### src/rtl/vbs_pkg.sv
package vbs_pkg;

    localparam int VEC_W      = 512;
    localparam int LANE_W     = 128;
    localparam int BYTE_W     = 8;
    localparam int CNT_W      = 8;
    localparam int NUM_LANES  = VEC_W / LANE_W;
    localparam int LANE_BYTES = LANE_W / BYTE_W;
    localparam int AMT_W      = $clog2(LANE_BYTES + 1);

    typedef enum logic [1:0] {
        MODE_KEEP128 = 2'b00,
        MODE_ZERO128 = 2'b01,
        MODE_ZERO256 = 2'b10,
        MODE_FULL512 = 2'b11
    } vmode_e;

    typedef enum logic [1:0] {
        LANE_SHIFT = 2'b00,
        LANE_CLEAR = 2'b01,
        LANE_HOLD  = 2'b10
    } lane_act_e;

    typedef struct packed {
        logic             vld;
        logic [VEC_W-1:0] data;
    } vres_t;

    // Number of 128-bit lanes that take part in the shift for a mode.
    function automatic int lanes_in_use(vmode_e m);
        case (m)
            MODE_ZERO256: return 2;
            MODE_FULL512: return NUM_LANES;
            default:      return 1;
        endcase
    endfunction

    // What a given lane does under a mode: shift, clear, or keep old contents.
    function automatic lane_act_e lane_action(vmode_e m, int idx);
        if (idx < lanes_in_use(m))
            return LANE_SHIFT;
        else if (m == MODE_KEEP128)
            return LANE_HOLD;
        else
            return LANE_CLEAR;
    endfunction

endpackage

### src/rtl/vbs_count_sat.sv
module vbs_count_sat #(
    parameter int CNT_W      = 8,
    parameter int LANE_BYTES = 16,
    localparam int AMT_W     = $clog2(LANE_BYTES + 1)
) (
    input  logic [CNT_W-1:0] cnt,
    output logic [AMT_W-1:0] amt,
    output logic             sat
);
    localparam logic [CNT_W-1:0] LIMIT = CNT_W'(LANE_BYTES - 1);

    always_comb begin
        sat = (cnt > LIMIT);
        amt = sat ? AMT_W'(LANE_BYTES) : cnt[AMT_W-1:0];
    end
endmodule

### src/rtl/vbs_lane_shift.sv
module vbs_lane_shift #(
    parameter int BYTE_W     = 8,
    parameter int LANE_BYTES = 16,
    localparam int LANE_W    = BYTE_W * LANE_BYTES,
    localparam int AMT_W     = $clog2(LANE_BYTES + 1)
) (
    input  logic [LANE_W-1:0] din,
    input  logic [AMT_W-1:0]  amt,
    output logic [LANE_W-1:0] dout
);
    logic [LANE_W-1:0] stg [AMT_W+1];

    assign stg[0] = din;

    // Logarithmic byte shifter: stage k moves by 2**k bytes.
    for (genvar k = 0; k < AMT_W; k++) begin : g_stage
        localparam int SH = BYTE_W * (2 ** k);
        if (SH >= LANE_W) begin : g_clear
            assign stg[k+1] = amt[k] ? '0 : stg[k];
        end else begin : g_move
            assign stg[k+1] = amt[k] ? (stg[k] >> SH) : stg[k];
        end
    end

    assign dout = stg[AMT_W];
endmodule

### src/rtl/vbs_lane_merge.sv
module vbs_lane_merge
    import vbs_pkg::*;
#(
    parameter int W = 128
) (
    input  lane_act_e      act,
    input  logic [W-1:0]   shifted,
    input  logic [W-1:0]   kept,
    output logic [W-1:0]   dout
);
    always_comb begin
        case (act)
            LANE_SHIFT: dout = shifted;
            LANE_HOLD:  dout = kept;
            default:    dout = '0;
        endcase
    end
endmodule

### src/rtl/vbyte_rshift_unit.sv
module vbyte_rshift_unit
    import vbs_pkg::*;
(
    input  logic                 clk,
    input  logic                 rst,
    input  logic                 in_valid,
    input  logic [1:0]           mode,
    input  logic [CNT_W-1:0]     shamt,
    input  logic [VEC_W-1:0]     src,
    input  logic [VEC_W-1:0]     old_dst,
    output logic                 out_valid,
    output logic [VEC_W-1:0]     result
);
    vmode_e           mode_e;
    logic [VEC_W-1:0] opnd;
    logic [VEC_W-1:0] next_data;
    logic [AMT_W-1:0] amt;
    logic             cnt_sat;
    vres_t            res_q;

    assign mode_e = vmode_e'(mode);
    assign opnd   = (mode_e == MODE_KEEP128) ? old_dst : src;

    vbs_count_sat #(
        .CNT_W      (CNT_W),
        .LANE_BYTES (LANE_BYTES)
    ) i_sat (
        .cnt (shamt),
        .amt (amt),
        .sat (cnt_sat)
    );

    for (genvar g = 0; g < NUM_LANES; g++) begin : g_lane
        logic [LANE_W-1:0] shifted;
        lane_act_e         act;

        assign act = lane_action(mode_e, g);

        vbs_lane_shift #(
            .BYTE_W     (BYTE_W),
            .LANE_BYTES (LANE_BYTES)
        ) i_shift (
            .din  (opnd[g*LANE_W +: LANE_W]),
            .amt  (amt),
            .dout (shifted)
        );

        vbs_lane_merge #(
            .W (LANE_W)
        ) i_merge (
            .act     (act),
            .shifted (shifted),
            .kept    (old_dst[g*LANE_W +: LANE_W]),
            .dout    (next_data[g*LANE_W +: LANE_W])
        );
    end

    always_ff @(posedge clk) begin
        if (rst) begin
            res_q <= '0;
        end else begin
            res_q.vld <= in_valid;
            if (in_valid)
                res_q.data <= next_data;
        end
    end

    assign out_valid = res_q.vld;
    assign result    = res_q.data;


    valid_lat_chk: assert property (@(posedge clk) disable iff (rst)
        in_valid |=> out_valid);

    idle_lat_chk: assert property (@(posedge clk) disable iff (rst)
        !in_valid |=> !out_valid);

    sat_clear_chk: assert property (@(posedge clk) disable iff (rst)
        (in_valid && cnt_sat) |=> (result[LANE_W-1:0] == '0));

    lane_top_chk: assert property (@(posedge clk) disable iff (rst)
        (in_valid && mode == 2'b11 && shamt != '0)
            |=> (result[VEC_W-1 -: BYTE_W] == '0 && result[LANE_W-1 -: BYTE_W] == '0));

    legacy_keep_chk: assert property (@(posedge clk) disable iff (rst)
        (in_valid && mode == 2'b00)
            |=> (result[VEC_W-1:LANE_W] == $past(old_dst[VEC_W-1:LANE_W])));

    zero128_chk: assert property (@(posedge clk) disable iff (rst)
        (in_valid && mode == 2'b01) |=> (result[VEC_W-1:LANE_W] == '0));

    zero256_chk: assert property (@(posedge clk) disable iff (rst)
        (in_valid && mode == 2'b10) |=> (result[VEC_W-1:2*LANE_W] == '0));

    hold_chk: assert property (@(posedge clk) disable iff (rst)
        !in_valid |=> $stable(result));
endmodule

### config.mk
export PLATFORM = sky130hd
export DESIGN_NAME = vbyte_rshift_unit
export DESIGN_NICKNAME = d
export VERILOG_FILES = /design/src/rtl/vbs_pkg.sv /design/src/rtl/vbs_count_sat.sv /design/src/rtl/vbs_lane_shift.sv /design/src/rtl/vbs_lane_merge.sv /design/src/rtl/vbyte_rshift_unit.sv
export SDC_FILE = /design/constraint.sdc
export NUM_CORES = 2
export LEC_CHECK = 0
export ABC_AREA = 1
export BUFFER_PORTS_ARGS = -buffer_cell sky130_fd_sc_hd__buf_2
export CAP_MARGIN = 15
export CORE_AREA = 2 2 605 607
export DETAILED_ROUTE_END_ITERATION = 8
export DIE_AREA = 0 0 607 609
export SYNTH_ARGS = -nofsm -noshare
export SYNTH_HDL_FRONTEND = slang
export SYNTH_SLANG_ARGS = --single-unit
### constraint.sdc
create_clock -name clk -period 2.7 [get_ports clk]
set_clock_uncertainty 0.1 [all_clocks]
set_input_delay 0.405 -clock clk [delete_from_list [all_inputs] [get_ports clk]]
set_output_delay 0.405 -clock clk [all_outputs]
set_load 0.005 [all_outputs]
* Yosys cells after proc, flatten, opt, wreduce, memory -nomap -nowiden *
Index checks and enable logic that the tools add are counted.

storage, ports and cells
  word-level logic and storage cells = 50
  output and inout bits = 513
  register bits = 513
  input port bits = 1037

operators by class
  multiplexer cells = 32
  reduce and logical (&&, ||, !) cells = 5
  magnitude comparators = 5
  eq/ne operators = 6

operators by type and width
  operator                                                       number
  two-way mux 128 bit                                            20
  one-hot mux 128 bit (2 select lines)                           4
  two-way mux 512 bit                                            1
  less-than comparator 3 x 32 -> 1 bit, first input constant     2
  less-than comparator 1 x 32 -> 1 bit, first input constant     1
  less-than comparator 2 x 32 -> 1 bit, first input constant     1
  == test 2 bit, second input constant                           6
  zero test 2 bit                                                5
  two-way mux 2 bit                                              5
  greater-than comparator 8 x 4 -> 1 bit, second input constant  1
  one-hot mux 3 bit (2 select lines)                             1
  two-way mux 5 bit                                              1

* Logic depth before layout (Yosys ltp) *
  word-level depth = 8
  gate-level depth with buffers = 18
  depth with buffers taken out = 15

* Modules after synthesis *
Synthesis repeated with hierarchy kept, for this count alone.

second synthesis, totals
  cell total of the unflattened synthesis = 11477
  area, all modules = 55393.1 um^2

by module, submodules not included
  module             sequential area each (um^2)  area each (um^2)  instances  cells each
  vbyte_rshift_unit  10269.8                      27203.6           1          4905
  vbs_lane_shift     0.0                          5141.2            4          1212
  vbs_lane_merge     0.0                          1890.6            4          428
  vbs_count_sat      0.0                          62.6              1          12

* Worst setup path after synthesis *
Ideal clock, no wire load.

  path kind = input-to-reg
  start = input port mode[1]
  end = register res_q (netlist bit result[18])
  arrival = 2.056 ns
  path buffers = 3
  data required time = 2.490 ns
  stages = 12
  setup time = 0.110 ns
  slack = 0.434 ns
  cells stage by stage = inv_1 ha_1 buf_2 clkbuf_1 clkbuf_1 o21ai_0 o21ai_0 o21ai_0 o211ai_1 nand3_1 nand2_1 inv_1

between the ends
  word-level cells in the longest chain between the ends = 8
  elaborated cells between the ends (all ways) = 16
  classes of those cells = 1 x order compare; 3 x eq/ne; 10 x mux; 2 x reduce/logical

RTL lines
  item                                                                                          RTL line                 source
  from (decl)                                                                                   vbyte_rshift_unit.sv:7   input logic [1:0] mode,
  parallel branches: the longest is 7 deep, another holds less-than comparator 1 x 32 -> 1 bit  n/a
  one-hot mux 128 bit (2 select lines) *                                                        vbs_lane_merge.sv:12     case (act)
  to (decl)                                                                                     vbyte_rshift_unit.sv:19  vres_t res_q;

Mark *: on every way between the ends.
A chain may end at the register's enable or synchronous reset.

* Worst setup path in the final report *
  start = input port mode[1]
  end = register res_q (netlist bit result[260])

between the ends
  word-level cells in the longest chain between the ends = 8
  elaborated cells between the ends (all ways) = 16
  classes of those cells = 1 x order compare; 3 x eq/ne; 10 x mux; 2 x reduce/logical

RTL lines
  item                                                                                          RTL line
  parallel branches: the longest is 7 deep, another holds less-than comparator 3 x 32 -> 1 bit  n/a
  one-hot mux 128 bit (2 select lines) *                                                        vbs_lane_merge.sv:12

Marks and branches as above.

==> results.cfg <==
[status]
outcome = complete, but fails checks
violations = setup timing

[sta]
fmax_mhz = 369
finalHoldViolCount = 0
setup_slack_ps = -13.0
slew_headroom_pct = 38.4
rsz0062_at_grt = yes
min_period_ps = 2710
tightest_slew_ps = 924
finalMaxSlewViolations = 0
fin_crit_sh_pct = 100
setup_viol = 1

[clock_network]
clk_latency_ps = 770
htreeDepth = 3
clk_path_buf_depth = 4
clock_tree.root_cell = clkbuf_16
clk_pin_slew_ps = 60
clock-sinks = 513
cts_made_buffers = 83
cts_tree = built

[pwr]
total_power_mw = 29.6
power_switching_mw = 11.0
p_sw_share_pct = 37.3
intPower_mw = 18.6
power_frac_comb_pct = 31.7
seq_power_share_pct = 26.3
clkPwrFrac_pct = 41.9
p_leak_nw = 37.1
ir_drop_mv = 0.451
power_per_cell_area_nw_per_um2 = 393

[placed_design]
numPortBuffers = 1549
dp_hpwl_um = 455000
dp_cells = 15700
gp_congestion = 1.04
place_ws_ps = -723

[worst_setup_path]
critPathMaxStageDelay_ps = 710
r2r_cells = 3
endpoint_kind = flip-flop
path_class = in2reg
cpMaxStageDelayCell = o21ai_0
reg2reg_to = result[289]
cp-start-kind = input pin
worst_ep_arrival_time_ps = 3410
cpLargestDelayFamily = buffers and inverters
crit_top_cell = nand3_1
path_cells = buf_2, inv_1, ha_4, buf_12, buf_12, o21ai_0, nand2_1, nand3_1, nand3_1, nand3_1, nand3_1, nand2_1, nand2_1, a21oi_1, dlygate4sd3_1
r2r-start = result[289]
r2r_setup_slack_ps = 1240
cp_max_fo = 36
crit_buf_inv = 5
required_ps = 3400

[drt]
drt_iter0_markers = 9555
vias = 76900
drt-vias-per-instance = 4.66
dr.pass1.iters = 7
ant_nets = 0
avgRoutedWirePerCell_um = 32.4
wirelength_um = 534000
drc = 0

[die]
die_w_um = 607
row_count = 222
io_pins = 1550
dieArea_um2 = 370000
die_y_um = 609
fp.coreArea_um2 = 364000
initial_utilization_pct = 12.8

[yosys]
async_reset_ff_share_pct = 0
synthesis.nets = 9973
ys_types = 29
synth.area.top_cells = nand2_1 34%, dfxtp_1 22%, nand3_1 16%
synthCells = 8932
synth_common_cells = 4256 x nand2_1, 1528 x nand3_1, 667 x a21oi_1
synth.avg_cell_area_um2 = 5.19
yosysSeqAreaShare_pct = 22.1
yosysMostFrequentCell = nand2_1
synth_edf_count = 0
synth_top_area_share_pct = 34.4
synth_area_leader_cell = nand2_1
ys_ff_latch = 513
ys.flop_type = dfxtp_1
ys_warn_count = 0
netlist_area_um2 = 46400

[final_layout]
multiInputGateArea_um2 = 31900
seq_area_um2 = 10300
nets = 12400
area_delta_synth_final_pct = 62.2
fill_cells = 42700
instances_no_fill = 16500
drive_gt1_share_pct = 25.3
postLayoutCoreUtil_pct = 20.7

[hold_path]
min_from = old_dst[199]
min_to = result[199]
min_path_cells = 5
hold_class = in2reg

[global_route]
antenna_found_initial = 395
grt_pass1_vias = 70100
grt.overflow.total = 0
grt_max_degree = 117
grt_pass1_wl_um = 678000
grt_usage_pct = 27.6

[run]
drv_cap = 0
==> flip-flops by register name, indices dropped and copies added, names as in the netlist <==
register	cells
out_valid	1
result	512
==> layer usage <==
metal	global-route usage (%)	part of all wire, %	vias to the layer above
met2	49.3	50	4824
li1	-	-	34200
met4	18.5	7.8	78
met3	6.37	8.4	1394
met5	0	0.096	-
met1	28.6	34	36400
==> power groups by stage <==
stage / clock, mW / sequential, mW / combinational, mW
6_report: 12.4 / 7.80 / 9.40
5_1_grt: 12.8 / 7.80 / 9.91
4_1_cts: 12.6 / 7.80 / 9.24
3_5_place_dp: 0 / 7.96 / 8.65
3_3_place_gp: 0 / 7.96 / 8.69
2_1_floorplan: 0 / 7.94 / 3.47
==> cell families after synthesis <==
group / after synthesis / share of synthesized area [%]
AO/OA/AOI/OAI: 1345 / 15.2
adder cells (fa/ha/maj): 4 / 0.108
AND/OR/NAND/NOR: 5982 / 52.9
buffers and inverters: 1072 / 9.28
multiplexers: 16 / 0.345
flip-flops: 513 / 22.1
==> repair_timing <==
| item | 4_1_cts | 5_1_grt |
|---|---|---|
| setup endpoints to repair | 0 | 18 |
| hold endpoints to repair | 338 | 0 |
| setup buffers | 0 | 8 |
| resized for setup | 0 | 19 |
| hold buffers | 355 | 0 |
==> how the worst max path moves through the flow <==
stage	from	endpoint	slack, ps	cells past startpoint
after global placement	mode[0]	result[180]	-700	16
after detailed placement	mode[0]	result[319]	-720	14
final	mode[1]	result[260]	-10	15
after CTS	mode[1]	result[325]	20	17
after floorplan	mode[1]	result[18]	430	12
after global routing	mode[1]	result[344]	-10	18
==> cells in the final DEF, fill, tap and decap left out, types with 4 or more instances in the layout <==
cell / instances
inv_6: 12
o211ai_1: 64
clkbuf_8: 10
clkbuf_16: 83
nor2_4: 9
buf_2: 1548
nor2_1: 122
nand4_1: 32
buf_12: 167
dlygate4sd3_1: 355
dfxtp_1: 513
o21ai_0: 478
clkinv_4: 5
nor3_1: 8
bufinv_16: 15
clkinvlp_4: 5
or2_2: 19
inv_1: 327
buf_4: 974
nand3_1: 1526
o22ai_1: 25
o21ai_1: 64
mux2i_1: 16
diode_2: 279
inv_2: 4
inv_8: 6
nand2_1: 4255
a22o_1: 16
a21oi_1: 667
o21a_1: 15
a21boi_0: 10
buf_6: 4
clkinv_2: 8
clkbuf_1: 5
==> cell type report <==
class | instances | area share [%]
Clock inverter | 47 | 0.929
Timing Repair Buffer | 3052 | 29.4
Multi-Input combinational cell | 7347 | 42.4
Inverter | 337 | 1.75
Clock buffer | 98 | 2.97
Tap cell | 4816 | 8.01
Antenna cell | 279 | 0.928
Sequential cell | 513 | 13.6
==> stage by stage <==
stage / instance area, um2 / setup TNS [ps] / hold WS (ps)
finish: 75200 / -13.0 / 64.5
detailed placement: 67900 / -155090 / 352
floorplan: 46400 / 0 / 362
global route: 75100 / -14.3 / 50.0
CTS: 74400 / 0 / 1.97
global placement: 67900 / -156900 / 349
==> worst reg2reg max path: stages, from the launching register on <==
cell and delay [ps]:
dfxtp_1 500, nand2_1 90, a21oi_1 160, dlygate4sd3_1 560
Note: power is estimated with default switching activity, not from simulation.
